`src/rtl/c2p_pkg.sv`:
```
package c2p_pkg;
  localparam int GRP_PIX    = 16;
  localparam int PIX_W      = 8;
  localparam int IN_W       = GRP_PIX * PIX_W;
  localparam int PLANE_W    = GRP_PIX;
  localparam int MAX_PLANES = PIX_W;
  localparam int PIDX_W     = $clog2(MAX_PLANES);
  localparam int HALF_ROWS  = PIX_W;

  typedef enum logic [1:0] {
    ST_IDLE = 2'd0,
    ST_LOAD = 2'd1,
    ST_EMIT = 2'd2
  } c2p_state_e;

  // Bits kept by the lower row of a swap pair at distance s.
  function automatic logic [PIX_W-1:0] keep_low_mask(input int s);
    logic [PIX_W-1:0] m;
    for (int b = 0; b < PIX_W; b++) begin
      m[b] = ((b / s) % 2) == 0;
    end
    return m;
  endfunction
endpackage

```
`src/rtl/c2p_swap_stage.sv`:
```
// One stage of the bit-matrix transpose: rows SHIFT apart exchange the
// off-diagonal SHIFT x SHIFT blocks, inside each 8x8 half independently.
module c2p_swap_stage
  import c2p_pkg::*;
#(
  parameter int SHIFT = 4
) (
  input  logic [GRP_PIX-1:0][PIX_W-1:0] rows_i,
  output logic [GRP_PIX-1:0][PIX_W-1:0] rows_o
);
  localparam logic [PIX_W-1:0] LO_MASK = keep_low_mask(SHIFT);
  localparam logic [PIX_W-1:0] HI_MASK = ~LO_MASK;
  localparam int NUM_HALVES = GRP_PIX / HALF_ROWS;

  for (genvar h = 0; h < NUM_HALVES; h++) begin : g_half
    for (genvar r = 0; r < HALF_ROWS; r++) begin : g_row
      localparam int IDX = h * HALF_ROWS + r;
      if ((r & SHIFT) == 0) begin : g_upper
        assign rows_o[IDX] = (rows_i[IDX] & HI_MASK)
                           | ((rows_i[IDX + SHIFT] & HI_MASK) >> SHIFT);
      end else begin : g_lower
        assign rows_o[IDX] = ((rows_i[IDX - SHIFT] & LO_MASK) << SHIFT)
                           | (rows_i[IDX] & LO_MASK);
      end
    end
  end
endmodule

```
`src/rtl/c2p_transpose.sv`:
```
// Combinational 16-pixel transpose: nibble swap, pair swap, single-bit swap.
module c2p_transpose
  import c2p_pkg::*;
(
  input  logic [IN_W-1:0]                       pix_i,
  output logic [MAX_PLANES-1:0][PLANE_W-1:0]    planes_o
);
  localparam int NUM_STAGES = $clog2(PIX_W);

  logic [NUM_STAGES:0][GRP_PIX-1:0][PIX_W-1:0] stage;

  for (genvar k = 0; k < GRP_PIX; k++) begin : g_unpack
    assign stage[0][k] = pix_i[IN_W-1-k*PIX_W -: PIX_W];
  end

  for (genvar s = 0; s < NUM_STAGES; s++) begin : g_stage
    c2p_swap_stage #(
      .SHIFT (PIX_W >> (s + 1))
    ) swap_i (
      .rows_i (stage[s]),
      .rows_o (stage[s+1])
    );
  end

  // After the transpose, row c of each half holds plane (PIX_W-1-c).
  for (genvar p = 0; p < MAX_PLANES; p++) begin : g_pack
    assign planes_o[p] = {stage[NUM_STAGES][HALF_ROWS-1-p],
                          stage[NUM_STAGES][2*HALF_ROWS-1-p]};
  end
endmodule

```
`src/rtl/c2p_addr_gen.sv`:
```
// Single address accumulator with three precomputed steps.
module c2p_addr_gen #(
  parameter int ADDR_W = 32,
  parameter int DIM_W  = 12
) (
  input  logic              clk,
  input  logic              rst_n,
  input  logic              load,
  input  logic [ADDR_W-1:0] base,
  input  logic [ADDR_W-1:0] plane_mod,
  input  logic [ADDR_W-1:0] line_mod,
  input  logic [DIM_W-1:0]  width,
  input  logic              full,
  input  logic              step_plane,
  input  logic              step_group,
  input  logic              step_line,
  output logic [ADDR_W-1:0] addr
);
  localparam logic [ADDR_W-1:0] WORD_BYTES = ADDR_W'(2);

  logic [ADDR_W-1:0] addr_q, addr_d;
  logic [ADDR_W-1:0] pmod_q, pmod_d;
  logic [ADDR_W-1:0] ret_q,  ret_d;
  logic [ADDR_W-1:0] lstep_q, lstep_d;
  logic [ADDR_W-1:0] ret_calc;
  logic [ADDR_W-1:0] line_bytes;
  logic              addr_en;

  always_comb begin
    // distance from last plane back to plane 0, minus one word forward
    if (full) begin
      ret_calc = (plane_mod << 3) - plane_mod - WORD_BYTES;
    end else begin
      ret_calc = (plane_mod << 2) + plane_mod - WORD_BYTES;
    end
    line_bytes = {{(ADDR_W-DIM_W){1'b0}}, width} >> 3;
  end

  always_comb begin
    pmod_d  = pmod_q;
    ret_d   = ret_q;
    lstep_d = lstep_q;
    addr_d  = addr_q;
    if (load) begin
      pmod_d  = plane_mod;
      ret_d   = ret_calc;
      lstep_d = line_mod - line_bytes - ret_calc;
      addr_d  = base;
    end else if (step_plane) begin
      addr_d = addr_q + pmod_q;
    end else if (step_group) begin
      addr_d = addr_q - ret_q;
    end else if (step_line) begin
      addr_d = addr_q + lstep_q;
    end
  end

  assign addr_en = load | step_plane | step_group | step_line;

  always_ff @(posedge clk or negedge rst_n) begin
    if (!rst_n) begin
      addr_q  <= '0;
      pmod_q  <= '0;
      ret_q   <= '0;
      lstep_q <= '0;
    end else if (addr_en) begin
      addr_q  <= addr_d;
      pmod_q  <= pmod_d;
      ret_q   <= ret_d;
      lstep_q <= lstep_d;
    end
  end

  assign addr = addr_q;
endmodule

```
`src/rtl/c2p_seq.sv`:
```
// Frame sequencer: geometry check, load/emit alternation, counters.
module c2p_seq
  import c2p_pkg::*;
#(
  parameter int DIM_W = 12
) (
  input  logic              clk,
  input  logic              rst_n,
  input  logic              start,
  input  logic              cfg_full,
  input  logic [DIM_W-1:0]  cfg_width,
  input  logic [DIM_W-1:0]  cfg_height,
  input  logic              in_valid,
  output logic              in_ready,
  output logic              out_valid,
  input  logic              out_ready,
  output logic              load_cfg,
  output logic              capture,
  output logic              step_plane,
  output logic              step_group,
  output logic              step_line,
  output logic [PIDX_W-1:0] plane_idx,
  output logic [PIDX_W-1:0] last_plane,
  output logic              busy,
  output logic              done,
  output logic              cfg_err
);
  localparam logic [DIM_W-1:0]  DIM_ONE   = DIM_W'(1);
  localparam logic [PIDX_W-1:0] PIDX_ONE  = PIDX_W'(1);
  localparam logic [PIDX_W-1:0] LAST_FULL = PIDX_W'(MAX_PLANES - 1);
  localparam logic [PIDX_W-1:0] LAST_RED  = PIDX_W'(MAX_PLANES - 3);

  c2p_state_e        state_q, state_d;
  logic [PIDX_W-1:0] plane_q, plane_d;
  logic [DIM_W-1:0]  grp_q, grp_d;
  logic [DIM_W-1:0]  line_q, line_d;
  logic [DIM_W-1:0]  grp_last_q, grp_last_d;
  logic [DIM_W-1:0]  line_last_q, line_last_d;
  logic              full_q, full_d;
  logic              err_q, err_d;
  logic              done_q, done_d;
  logic              geom_ok;
  logic              emit_fire;
  logic              cnt_en;

  assign geom_ok = (cfg_width[4:0] == 5'd0) && (cfg_width != '0)
                && !cfg_height[0] && (cfg_height != '0);

  assign last_plane = full_q ? LAST_FULL : LAST_RED;
  assign in_ready   = (state_q == ST_LOAD);
  assign out_valid  = (state_q == ST_EMIT);
  assign emit_fire  = out_valid & out_ready;

  always_comb begin
    state_d     = state_q;
    plane_d     = plane_q;
    grp_d       = grp_q;
    line_d      = line_q;
    grp_last_d  = grp_last_q;
    line_last_d = line_last_q;
    full_d      = full_q;
    err_d       = err_q;
    done_d      = 1'b0;
    load_cfg    = 1'b0;
    capture     = 1'b0;
    step_plane  = 1'b0;
    step_group  = 1'b0;
    step_line   = 1'b0;
    case (state_q)
      ST_IDLE: begin
        if (start) begin
          if (geom_ok) begin
            state_d     = ST_LOAD;
            load_cfg    = 1'b1;
            err_d       = 1'b0;
            full_d      = cfg_full;
            grp_d       = '0;
            line_d      = '0;
            grp_last_d  = (cfg_width >> 4) - DIM_ONE;
            line_last_d = cfg_height - DIM_ONE;
          end else begin
            err_d = 1'b1;
          end
        end
      end
      ST_LOAD: begin
        if (in_valid) begin
          capture = 1'b1;
          plane_d = '0;
          state_d = ST_EMIT;
        end
      end
      ST_EMIT: begin
        if (out_ready) begin
          if (plane_q != last_plane) begin
            plane_d    = plane_q + PIDX_ONE;
            step_plane = 1'b1;
          end else if (grp_q != grp_last_q) begin
            grp_d      = grp_q + DIM_ONE;
            step_group = 1'b1;
            state_d    = ST_LOAD;
          end else if (line_q != line_last_q) begin
            line_d    = line_q + DIM_ONE;
            grp_d     = '0;
            step_line = 1'b1;
            state_d   = ST_LOAD;
          end else begin
            done_d  = 1'b1;
            state_d = ST_IDLE;
          end
        end
      end
      default: state_d = ST_IDLE;
    endcase
  end

  assign cnt_en = load_cfg | capture | emit_fire;

  always_ff @(posedge clk or negedge rst_n) begin
    if (!rst_n) begin
      state_q <= ST_IDLE;
      err_q   <= 1'b0;
      done_q  <= 1'b0;
    end else begin
      state_q <= state_d;
      err_q   <= err_d;
      done_q  <= done_d;
    end
  end

  always_ff @(posedge clk or negedge rst_n) begin
    if (!rst_n) begin
      plane_q     <= '0;
      grp_q       <= '0;
      line_q      <= '0;
      grp_last_q  <= '0;
      line_last_q <= '0;
      full_q      <= 1'b0;
    end else if (cnt_en) begin
      plane_q     <= plane_d;
      grp_q       <= grp_d;
      line_q      <= line_d;
      grp_last_q  <= grp_last_d;
      line_last_q <= line_last_d;
      full_q      <= full_d;
    end
  end

  assign plane_idx = plane_q;
  assign busy      = (state_q != ST_IDLE);
  assign done      = done_q;
  assign cfg_err   = err_q;
endmodule

```
`src/rtl/c2p_transposer.sv`:
```
module c2p_transposer
  import c2p_pkg::*;
#(
  parameter int ADDR_W = 32,
  parameter int DIM_W  = 12
) (
  input  logic              clk,
  input  logic              rst_n,
  input  logic              start,
  input  logic              cfg_full,
  input  logic [ADDR_W-1:0] cfg_base,
  input  logic [ADDR_W-1:0] cfg_plane_mod,
  input  logic [ADDR_W-1:0] cfg_line_mod,
  input  logic [DIM_W-1:0]  cfg_width,
  input  logic [DIM_W-1:0]  cfg_height,
  input  logic              in_valid,
  output logic              in_ready,
  input  logic [IN_W-1:0]   in_data,
  output logic              out_valid,
  input  logic              out_ready,
  output logic [PLANE_W-1:0] out_word,
  output logic [PIDX_W-1:0] out_plane,
  output logic [ADDR_W-1:0] out_addr,
  output logic              busy,
  output logic              done,
  output logic              cfg_err
);
  logic [MAX_PLANES-1:0][PLANE_W-1:0] tp_planes;
  logic [MAX_PLANES-1:0][PLANE_W-1:0] plane_q, plane_d;
  logic              load_cfg;
  logic              capture;
  logic              step_plane;
  logic              step_group;
  logic              step_line;
  logic [PIDX_W-1:0] plane_idx;
  logic [PIDX_W-1:0] last_plane;

  c2p_seq #(
    .DIM_W (DIM_W)
  ) seq_i (
    .clk        (clk),
    .rst_n      (rst_n),
    .start      (start),
    .cfg_full   (cfg_full),
    .cfg_width  (cfg_width),
    .cfg_height (cfg_height),
    .in_valid   (in_valid),
    .in_ready   (in_ready),
    .out_valid  (out_valid),
    .out_ready  (out_ready),
    .load_cfg   (load_cfg),
    .capture    (capture),
    .step_plane (step_plane),
    .step_group (step_group),
    .step_line  (step_line),
    .plane_idx  (plane_idx),
    .last_plane (last_plane),
    .busy       (busy),
    .done       (done),
    .cfg_err    (cfg_err)
  );

  c2p_transpose tp_i (
    .pix_i    (in_data),
    .planes_o (tp_planes)
  );

  c2p_addr_gen #(
    .ADDR_W (ADDR_W),
    .DIM_W  (DIM_W)
  ) addr_i (
    .clk        (clk),
    .rst_n      (rst_n),
    .load       (load_cfg),
    .base       (cfg_base),
    .plane_mod  (cfg_plane_mod),
    .line_mod   (cfg_line_mod),
    .width      (cfg_width),
    .full       (cfg_full),
    .step_plane (step_plane),
    .step_group (step_group),
    .step_line  (step_line),
    .addr       (out_addr)
  );

  always_comb begin
    plane_d = plane_q;
    if (capture) begin
      plane_d = tp_planes;
    end
  end

  always_ff @(posedge clk or negedge rst_n) begin
    if (!rst_n) begin
      plane_q <= '0;
    end else if (capture) begin
      plane_q <= plane_d;
    end
  end

  assign out_word  = plane_q[plane_idx];
  assign out_plane = plane_idx;
endmodule

```
`config.mk`:
```
export PLATFORM = sky130hd
export DESIGN_NAME = c2p_transposer
export DESIGN_NICKNAME = d
export VERILOG_FILES = /design/src/rtl/c2p_pkg.sv /design/src/rtl/c2p_swap_stage.sv /design/src/rtl/c2p_transpose.sv /design/src/rtl/c2p_addr_gen.sv /design/src/rtl/c2p_seq.sv /design/src/rtl/c2p_transposer.sv
export SDC_FILE = /design/constraint.sdc
export NUM_CORES = 1
export LEC_CHECK = 0
export ABC_AREA = 0
export BUFFER_PORTS_ARGS = -buffer_cell sky130_fd_sc_hd__buf_2
export CAP_MARGIN = 25
export CORE_AREA = 2 2 226 228
export CTS_CLUSTER_SIZE = 14
export DETAILED_ROUTE_END_ITERATION = 10
export DIE_AREA = 0 0 228 230
export GPL_ROUTABILITY_DRIVEN = 0
export GPL_TIMING_DRIVEN = 1
export HOLD_SLACK_MARGIN = 0.08
export PLACE_DENSITY = 0.86
export REMOVE_ABC_BUFFERS = 1
export SETUP_SLACK_MARGIN = 0.2
export SLEW_MARGIN = 20
export SYNTH_ARGS = -nofsm -noshare
export SYNTH_HDL_FRONTEND = slang
export SYNTH_HIERARCHICAL = 1
export SYNTH_SLANG_ARGS = --single-unit
```
`constraint.sdc`:
```
create_clock -name clk -period 19.8 [get_ports clk]
set_input_delay 3.96 -clock clk [delete_from_list [all_inputs] [get_ports clk]]
set_output_delay 3.96 -clock clk [all_outputs]
set_load 0.01 [all_outputs]
```
# Yosys cells after proc, flatten, opt, wreduce, memory -nomap -nowiden
# Cells that the tools add are included.
# word_totals
mem_bits_rw	0
inputBits	254
romBits	0
latchBits	0
register_bits	312
memories	0
word_cells	179
# op_classes
n_bitwise	54
n_mul	0
mux	55
n_addsub	14
div_mod_pow	0
eq_ne	14
order_cmp	1
reduce_logical	20
shifts	0
# ops
op	n
two-way mux 32 bit	5
bitwise OR 8 x 4 -> 8 bit	16
bitwise OR 8 x 6 -> 8 bit	16
bitwise OR 8 x 7 -> 8 bit	16
two-way mux 12 bit	10
adder 32 bit	3
subtractor 32 bit	3
subtractor 32 x 2 -> 32 bit (second input constant)	2
binary-select mux 16 bit (select 3 bit)	1
case mux 12 bit (2 select lines)	2
subtractor 32 x 9 -> 32 bit	1
adder 12 x 1 -> 12 bit (second input constant)	2
two-way mux 1 bit	24
!= test 12 bit	2
nonzero test 12 bit	2
two-way mux 16 bit	1
two-way mux 2 bit	7
!= test 2 bit (second input constant)	7
subtractor 12 x 1 -> 12 bit (second input constant)	1
AND reduction 5 bit	2
two-way mux 3 bit	3
subtractor 8 x 1 -> 9 bit (second input constant)	1
AND reduction 8 bit	1
AND reduction 7 bit	1
other kinds (19)	29

# Longest topological paths before layout
# Gate-level depths: netlist of the first run.
# logic_depth
depth_word	11
mapped_depth	38
depth_no_buf	31

# By module
# Netlist of the first run, hierarchy kept.
# by_module_without_submodules
module	n_inst	area_per_inst_um2	cells_per_inst	seq_area_each_um2
c2p_addr_gen	1	15489.9	1963	3178.0
c2p_transposer	1	5784.3	327	3203.1
c2p_seq	1	3091.7	347	1326.3
c2p_swap_stage	3	960.9	128	0.0

# Least setup slack after synthesis of the first run
# No wires, ideal clock.
# synth_path
path_type	input port to flip-flop
startpoint	input port cfg_height[0]
endpoint	register addr_i.addr_q[31] (netlist: addr_i/addr[31])
stages	37
required_ps	19667
slack_ps	8164
path_buffers	7
t_arrival_ps	11503
path_cell_list	inv_1 ha_1 nor4b_1 and3_1 o31ai_1 nand3_1 inv_2 clkbuf_1 buf_2 clkbuf_1 buf_2 clkbuf_1 clkbuf_1 clkbuf_1 mux2i_1 ha_1 o211ai_1 a2111oi_0 nand2_1 or2_2 or4_1 nor2_1 xnor2_1 a211oi_1 a21oi_1 ha_1 a21o_1 a21o_1 a21oi_1 o211ai_1 nand3_1 nand2_1 a41oi_1 o21ai_0 xor2_1 nor4b_1 a211oi_1
# synth_between
elab_chain_len	10
word_cells_on_any_way	13
classes_between	mux: 4; bitwise: 3; reduce/logical: 6
# synth_lines
item	line_no	source
from (decl)	c2p_transposer.sv:15	input logic [DIM_W-1:0] cfg_height,
branches (longest 2 deep; another with nonzero test 12 bit)	-	
logical AND 1 bit (*)	c2p_seq.sv:47	&& !cfg_height[0] && (cfg_height != '0);
two-way mux 1 bit (*)	c2p_seq.sv:72	if (geom_ok) begin
two-way mux 1 bit (*)	c2p_seq.sv:71	if (start) begin
two-way mux 1 bit (*)	c2p_seq.sv:69	case (state_q)
bitwise OR 1 bit (3 in series)	c2p_addr_gen.sv:58	assign addr_en = load | step_plane | step_group | step_line;
AND reduction 2 bit (no source line)	-	
to (signal assigned)	c2p_addr_gen.sv:67	addr_q <= addr_d;
to (decl)	c2p_addr_gen.sv:21	logic [ADDR_W-1:0] addr_q, addr_d;
# Mark *: on every way between the ends.
# A chain may end at the register's enable or synchronous reset.

# Worst setup path in the final report of the first run
# Same ends and word-level chain as after synthesis.

==> qor.json, run 1 <==
{
  "timing": {
    "achievable-frequency_mhz": 91.8,
    "slew_headroom_pct": 31.5,
    "setup_ws_ns": 8.91,
    "final.setup.tns_ns": 0,
    "period_needed_ns": 10.89,
    "maxSlewViolCount": 0,
    "timing_worst_slew_pin_value_ns": 1.03,
    "post-route-period-util_pct": 55.0,
    "rsz0062_at_grt": "false",
    "final-setup-viol-count": 0,
    "clock-skew-final_ns": 0.0225,
    "finalHoldViolCount": 0
  },
  "clocking": {
    "worst_setup_hold_path_clk_slew_ns": 0.06,
    "clock_h_tree_levels": 2,
    "clk_root_buffer_cell": "sky130_fd_sc_hd__clkbuf_16",
    "tritoncts.num_buffers": 34,
    "latest_clock_arrival_within_the_worst_skew_pair_ns": 0.54,
    "tritoncts": "yes",
    "max-clock-path-buffers": 3,
    "clkSinkCount": 308,
    "post_cts_resize_count": 0,
    "post-cts-setup-buffer-count": 0,
    "cts.hold.buffers_added": 0
  },
  "worst_hold_path": {
    "hold_path.class": "flop to flop",
    "worstHoldEndpoint": "plane_q[61]$_DFFE_PN0P_",
    "timing.hold.worst.start": "plane_q[61]$_DFFE_PN0P_",
    "min_delay_path_depth": 1
  },
  "critical_path": {
    "critPathMaxFanout": 83,
    "critical_path.reg2reg.startpoint": "seq_i/state_q[0]$_DFFE_PN0P_",
    "timing.critical_path.mode_cell": "sky130_fd_sc_hd__ha_1",
    "startpoint_type": "input port",
    "critPathRequiredTime_ns": 20.20,
    "rr_worst_depth": 31,
    "critical_path.slowest_cell": "sky130_fd_sc_hd__or4_1",
    "criticalPathCategory": "input port to flop",
    "critPathLaunch": "cfg_height[0]",
    "cpPeakStageDelay_ns": 0.63,
    "worstSetupEndpointType": "flop",
    "worst-endpoint-arrival_ns": 11.29,
    "r2r_setup_slack_ns": 12.06,
    "r2r-end": "addr_i/addr[31]$_DFFE_PN0P_"
  },
  "power": {
    "intPower_mw": 2.11,
    "pwr-share-seq_pct": 28.2,
    "total_power_mw": 3.61,
    "power.static_leakage_nw": 13.6,
    "power_density_mw_per_mm2": 130,
    "power.combinational.fraction_pct": 53.4,
    "net-switching-power_mw": 1.50,
    "netSwitchingFraction_pct": 41.5,
    "peakVddDrop_mv": 0.0819,
    "clock_power_share_pct": 18.4
  },
  "floorplan": {
    "design.portCount": 310,
    "initial_core_util_pct": 54.6,
    "rows": 82,
    "core-area_sq_mm": 0.0499,
    "floorplan.die.width_um": 228,
    "die_y_um": 230,
    "floorplan.die_area_sq_mm": 0.0524
  },
  "logic_synthesis": {
    "synthesis.area_sq_mm": 0.0272,
    "syn_avg_cell_area_sq_um": 9.02,
    "syn_inst": 3017,
    "yosys_warnings": 6
  },
  "layout": {
    "fin_cells": 3607,
    "nets": 3383,
    "area_added_between_synthesis_and_finish_pct": 1.90,
    "drive_gt1_share_pct": 22.4
  },
  "placement": {
    "hpwlAfterDp_um": 50600,
    "post-place-ws_ns": 8.40,
    "place_inst": 3532,
    "placement.io_buffers": 309
  },
  "grt": {
    "groute.usage.overall_pct": 25.3,
    "via_count_of_the_first_global_routing_pass": 20515,
    "grt_antenna_before_repair": 7,
    "first_pass_grt_wire_length_um": 108000,
    "grt_remaining_overflow": 0,
    "grt_start_max_net_pins": 91
  },
  "drt": {
    "route.vias.total": 20975,
    "remaining_drc_errors": 0,
    "routed_wl_um": 67600,
    "detail_route.wl_per_cell_um": 18.8,
    "first_iter_violations": 1766,
    "viasPerCell": 5.82,
    "antenna_violating_nets_post_route": 0,
    "drt_first_pass_iters": 5
  },
  "status": {
    "run_status": "completed"
  },
  "run": {
    "maxCapViolations": 0
  }
}
==> placed cells by master (no fill, tap or decap), types with 13 or more instances in the layout <==
master and n:
sky130_fd_sc_hd__a21o_1 62, sky130_fd_sc_hd__nand2_1 216, sky130_fd_sc_hd__mux2_2 235, sky130_fd_sc_hd__o21a_1 21
sky130_fd_sc_hd__nor2_1 161, sky130_fd_sc_hd__nor2b_1 13, sky130_fd_sc_hd__a211oi_1 23, sky130_fd_sc_hd__o211ai_1 19
sky130_fd_sc_hd__xnor2_1 105, sky130_fd_sc_hd__or4_1 19, sky130_fd_sc_hd__a21oi_1 139, sky130_fd_sc_hd__nand3_1 56
sky130_fd_sc_hd__o21ai_0 167, sky130_fd_sc_hd__nand2b_1 28, sky130_fd_sc_hd__buf_2 308, sky130_fd_sc_hd__mux4_1 28
sky130_fd_sc_hd__ha_1 216, sky130_fd_sc_hd__dfrtp_1 307, sky130_fd_sc_hd__xor2_1 73, sky130_fd_sc_hd__nor4_1 30
sky130_fd_sc_hd__nor3_1 37, sky130_fd_sc_hd__or3_1 18, sky130_fd_sc_hd__clkbuf_16 34, sky130_fd_sc_hd__inv_1 281
sky130_fd_sc_hd__o31ai_1 21, sky130_fd_sc_hd__a31oi_1 21, sky130_fd_sc_hd__o31a_1 13, sky130_fd_sc_hd__nand4_1 17
sky130_fd_sc_hd__and3_1 16, sky130_fd_sc_hd__o21bai_1 13
==> final cells by class <==
type,count,area (sq um)
diodes,8,20.0
inverters,286,1080
well taps,672,841
fillers,4272,22100
flip-flops and latches,308,7710
clock buffers,46,956
repair buffers,327,1760
multi-input cells,1944,15200
clock inverters,16,211
==> registers in the layout, summed over array words and instances (netlist names) <==
signal and flops:
seq_i/plane_idx 3, plane_q 128, addr_i/pmod_q 32, seq_i/cfg_err 1, addr_i/addr 32, seq_i/grp_q 12
seq_i/line_last_q 12, addr_i/lstep_q 32, seq_i/state_q 2, addr_i/ret_q 31, seq_i/grp_last_q 9, seq_i/full_q 1
seq_i/done 1, seq_i/line_q 12
==> stage by stage <==
step	cell area [sq um]	utilization, %	hold slack, ns
2_1_floorplan	23900	-	0.455
3_3_place_gp	26400	53.0	0.474
3_5_place_dp	26400	53.0	0.485
4_1_cts	27600	55.4	0.501
5_1_grt	27700	55.6	0.514
6_report	27700	55.6	0.501
==> power groups by stage <==
stage          sequential [mW]  clock (mW)  combinational [mW]
2_1_floorplan            0.991           0                1.39
4_1_cts                   1.02       0.674                1.88
3_5_place_dp              1.03           0                1.86
3_3_place_gp              1.01           0                1.80
6_report                  1.02       0.665                1.93
5_1_grt                   1.04       0.700                2.13
==> how the worst max path moves through the flow <==
stage | end | slack [ns]
finish | addr_i/addr[31]$_DFFE_PN0P_ | 8.91
global route | addr_i/addr[31]$_DFFE_PN0P_ | 8.35
CTS | addr_i/addr[31]$_DFFE_PN0P_ | 8.85
detailed placement | addr_i/addr[31]$_DFFE_PN0P_ | 8.40
global placement | addr_i/addr[31]$_DFFE_PN0P_ | 8.38
floorplan | addr_i/addr[31]$_DFFE_PN0P_ | 6.78
==> critical path: cells and delay by family <==
kind	cells	cell delay, ns
compound gates	12	2.63
mux	1	0.30
xor+xnor	2	0.26
simple gates	10	2.27
buf+inv	5	1.06
fa+ha+maj	3	0.80
==> routing by layer <==
| metal | track usage [%] | vias to the layer above | part of all wire, % |
|---|---|---|---|
| li1 | - | 9937 | - |
| met1 | 31.9 | 10019 | 41 |
| met2 | 43.0 | 845 | 48 |
| met3 | 4.29 | 172 | 7.0 |
| met4 | 10.8 | 2 | 4.7 |
| met5 | 0 | - | 0.019 |
(Power assumes the default switching activity.)
==> run 2, diff against run 1 <==
==> constraint.sdc (replaced) <==
create_clock -name clk -period 11.4 [get_ports clk]
set_input_delay 2.28 -clock clk [delete_from_list [all_inputs] [get_ports clk]]
set_output_delay 2.28 -clock clk [all_outputs]
set_load 0.01 [all_outputs]
==> qor.json, run 2 (synthesized netlist as in run 1, its figures left out) <==
{
  "drt": {
    "antenna_violating_nets_post_route": {"value": 0, "change": "unchanged"},
    "drt_first_pass_iters": {"value": 6, "change": "+1"},
    "viasPerCell": {"value": 5.83, "change": "+0.25%"},
    "first_iter_violations": {"value": 1770, "change": "+0.23%"},
    "routed_wl": {"value": 68000, "unit": "um", "change": "+0.49%"},
    "route.vias.total": {"value": 20976, "change": "+0.0048%"},
    "detail_route.wl_per_cell": {"value": 18.9, "unit": "um", "change": "+0.74%"},
    "remaining_drc_errors": {"value": 0, "change": "unchanged"}
  },
  "clocking": {
    "clock_h_tree_levels": {"value": 1, "change": "-1"},
    "worst_setup_hold_path_clk_slew": {"value": 0.07, "unit": "ns", "change": "about the same"},
    "clkSinkCount": {"value": 308, "change": "unchanged"},
    "max-clock-path-buffers": {"value": 3, "change": "unchanged"},
    "latest_clock_arrival_within_the_worst_skew_pair": {"value": 0.59, "unit": "ns", "change": "+0.05 ns"},
    "tritoncts.num_buffers": {"value": 31, "change": "-8.8%"},
    "post_cts_resize_count": {"value": 0, "change": "unchanged"},
    "post-cts-setup-buffer-count": {"value": 0, "change": "unchanged"},
    "clk_root_buffer_cell": "sky130_fd_sc_hd__clkbuf_16",
    "cts.hold.buffers_added": {"value": 0, "change": "unchanged"},
    "tritoncts": "yes"
  },
  "timing": {
    "timing_worst_slew_pin_value": {"value": 1.06, "unit": "ns", "change": "+0.0367 ns"},
    "period_needed_ns": 9.14,
    "finalHoldViolCount": {"value": 0, "change": "unchanged"},
    "maxSlewViolCount": {"value": 0, "change": "unchanged"},
    "final-setup-viol-count": {"value": 0, "change": "unchanged"},
    "setup_ws": {"value": 2.26, "unit": "ns", "change": "-6.65 ns"},
    "rsz0062_at_grt": "false",
    "clock-skew-final": {"value": 0.00957, "unit": "ns", "change": "-0.0130 ns"},
    "slew_headroom": {"value": 29.1, "unit": "%", "change": "-2.3 points"},
    "final.setup.tns": {"value": 0, "unit": "ns", "change": "unchanged"},
    "achievable-frequency_mhz": 109,
    "post-route-period-util_pct": 80.2
  },
  "layout": {
    "area_added_between_synthesis_and_finish_pct": 1.23,
    "largest-register": "plane_q",
    "largest_reg_flops": {"value": 128, "change": "unchanged"},
    "mostFrequentLayoutCell": "sky130_fd_sc_hd__buf_2",
    "nets": {"value": 3375, "change": "-0.24%"},
    "finish.instance_area": {"value": 0.0276, "unit": "sq mm", "change": "-0.66%"},
    "drive_gt1_share": {"value": 22.2, "unit": "%", "change": "-0.20 points"},
    "final_util": {"value": 55.3, "unit": "%", "change": "-0.37 points"},
    "mostFrequentLayoutCells": "sky130_fd_sc_hd__buf_2 (308), sky130_fd_sc_hd__dfrtp_1 (307), sky130_fd_sc_hd__inv_1 (281)"
  },
  "power": {
    "netSwitchingFraction": {"value": 41.7, "unit": "%", "change": "+0.27 points"},
    "net-switching-power": {"value": 2.59, "unit": "mW", "change": "+73%"},
    "intPower": {"value": 3.61, "unit": "mW", "change": "+71%"},
    "peakVddDrop": {"value": 0.141, "unit": "mV", "change": "+72%"},
    "power.static_leakage": {"value": 13.5, "unit": "nW", "change": "-0.55%"},
    "clock_power_share": {"value": 17.4, "unit": "%", "change": "-1.0 points"},
    "pwr-share-seq": {"value": 28.9, "unit": "%", "change": "+0.7 points"},
    "power_density": {"value": 225, "unit": "mW/mm^2", "change": "+73%"},
    "power.combinational.fraction": {"value": 53.6, "unit": "%", "change": "+0.2 points"}
  },
  "floorplan": {
    "floorplan.die_area": {"value": 0.0524, "unit": "sq mm", "change": "unchanged"},
    "die_y": {"value": 230, "unit": "um", "change": "unchanged"},
    "rows": {"value": 82, "change": "unchanged"},
    "initial_core_util": {"value": 54.6, "unit": "%", "change": "unchanged"},
    "design.portCount": {"value": 310, "change": "unchanged"},
    "floorplan.die.width": {"value": 228, "unit": "um", "change": "unchanged"},
    "core-area": {"value": 0.0499, "unit": "sq mm", "change": "unchanged"}
  },
  "grt": {
    "grt_antenna_before_repair": {"value": 12, "change": "+5"},
    "via_count_of_the_first_global_routing_pass": {"value": 20777, "change": "+1.3%"},
    "first_pass_grt_wire_length": {"value": 108000, "unit": "um", "change": "+0.31%"},
    "groute.usage.overall": {"value": 25.5, "unit": "%", "change": "+0.15 points"},
    "grt_start_max_net_pins": {"value": 104, "change": "+14%"},
    "grt_remaining_overflow": {"value": 0, "change": "unchanged"}
  },
  "critical_path": {
    "startpoint_type": "input port",
    "critPathRequiredTime": {"value": 11.87, "unit": "ns", "change": "-8.33 ns"},
    "rr_worst_depth": {"value": 28, "change": "-9.7%"},
    "critical_path.reg2reg.startpoint": "seq_i/plane_idx[1]$_DFFE_PN0P_",
    "criticalPathCategory": "input port to flop",
    "worst-endpoint-arrival": {"value": 9.61, "unit": "ns", "change": "-1.68 ns"},
    "r2r_setup_slack": {"value": 3.19, "unit": "ns", "change": "-8.87 ns"},
    "timing.critical_path.mode_cell": "sky130_fd_sc_hd__a21oi_1",
    "critPathLaunch": "in_valid",
    "cpPeakStageDelay": {"value": 0.76, "unit": "ns", "change": "+0.13 ns"},
    "critPathMaxFanout": {"value": 61, "change": "-27%"},
    "r2r-end": "addr_i/addr[31]$_DFFE_PN0P_",
    "critical_path.slowest_cell": "sky130_fd_sc_hd__and3b_4",
    "worstSetupEndpointType": "flop",
    "endpoint": "addr_i/addr[31]$_DFFE_PN0P_"
  },
  "placement": {
    "hpwlAfterDp": {"value": 51100, "unit": "um", "change": "+1.1%"},
    "post-place-ws": {"value": 1.73, "unit": "ns", "change": "-6.67 ns"},
    "placement.io_buffers": {"value": 309, "change": "unchanged"},
    "placed_cell_area": {"value": 0.0264, "unit": "sq mm", "change": "about the same"}
  },
  "worst_hold_path": {
    "timing.hold.worst.start": "seq_i/line_last_q[0]$_DFFE_PN0P_",
    "hold_path.class": "flop to flop"
  },
  "run": {
    "maxCapViolations": {"value": 0, "change": "unchanged"}
  },
  "status": {
    "run_status": "completed"
  }
}
-- run 2: routing by layer --
metal	GRT usage, %	share of wire (%)
met1	31.5	40
met3	4.71	6.9
met4	13.6	5.7
met5	0	0.047
met2	42.5	47
-- run 2: critical path: cells and delay by family --
kind / cells / cell delay (ns)
AND/OR/NAND/NOR: 10 / 2.91
AO/OA/AOI/OAI: 12 / 2.18
buffers and inverters: 4 / 1.60
adder cells (fa/ha/maj): 1 / 0.35
XOR/XNOR: 2 / 0.26
-- run 2: power groups by stage --
stage / logic (mW) / registers (mW) / clock network [mW]
after CTS: 3.26 / 1.80 / 1.09
after global placement: 3.11 / 1.78 / 0
after detailed placement: 3.21 / 1.81 / 0
final: 3.32 / 1.79 / 1.08
after floorplan: 2.41 / 1.72 / 0
after global routing: 3.69 / 1.83 / 1.14
-- run 2: how the worst min path moves through the flow --
stage / endpoint / slack [ns] / depth (start not counted)
3_3_place_gp: seq_i/line_last_q[0]$_DFFE_PN0P_ / 0.47 / 1
5_1_grt: addr_i/ret_q[23]$_DFFE_PN0P_ / 0.52 / 1
4_1_cts: seq_i/line_last_q[0]$_DFFE_PN0P_ / 0.49 / 1
6_report: seq_i/line_last_q[0]$_DFFE_PN0P_ / 0.48 / 1
2_1_floorplan: seq_i/line_last_q[0]$_DFFE_PN0P_ / 0.45 / 1
3_5_place_dp: seq_i/line_last_q[0]$_DFFE_PN0P_ / 0.47 / 1
-- run 2: area by class of cell --
| type | instances | area [sq um] |
|---|---|---|
| Antenna cell | 9 | 22.5 |
| Timing Repair Buffer | 322 | 1680 |
| Clock buffer | 39 | 846 |
| Tap cell | 672 | 841 |
| Multi-Input combinational cell | 1944 | 15200 |
| Sequential cell | 308 | 7710 |
| Inverter | 286 | 1080 |
| Clock inverter | 18 | 211 |
| Fill cell | 4285 | 22300 |
-- run 2: per-stage QoR --
stage	power, mW	hold WS, ns	cells
6_report	6.20	0.485	3598
5_1_grt	6.66	0.515	3597
4_1_cts	6.15	0.490	3587
3_5_place_dp	5.02	0.475	3530
3_3_place_gp	4.89	0.474	3530
2_1_floorplan	4.13	0.455	2538
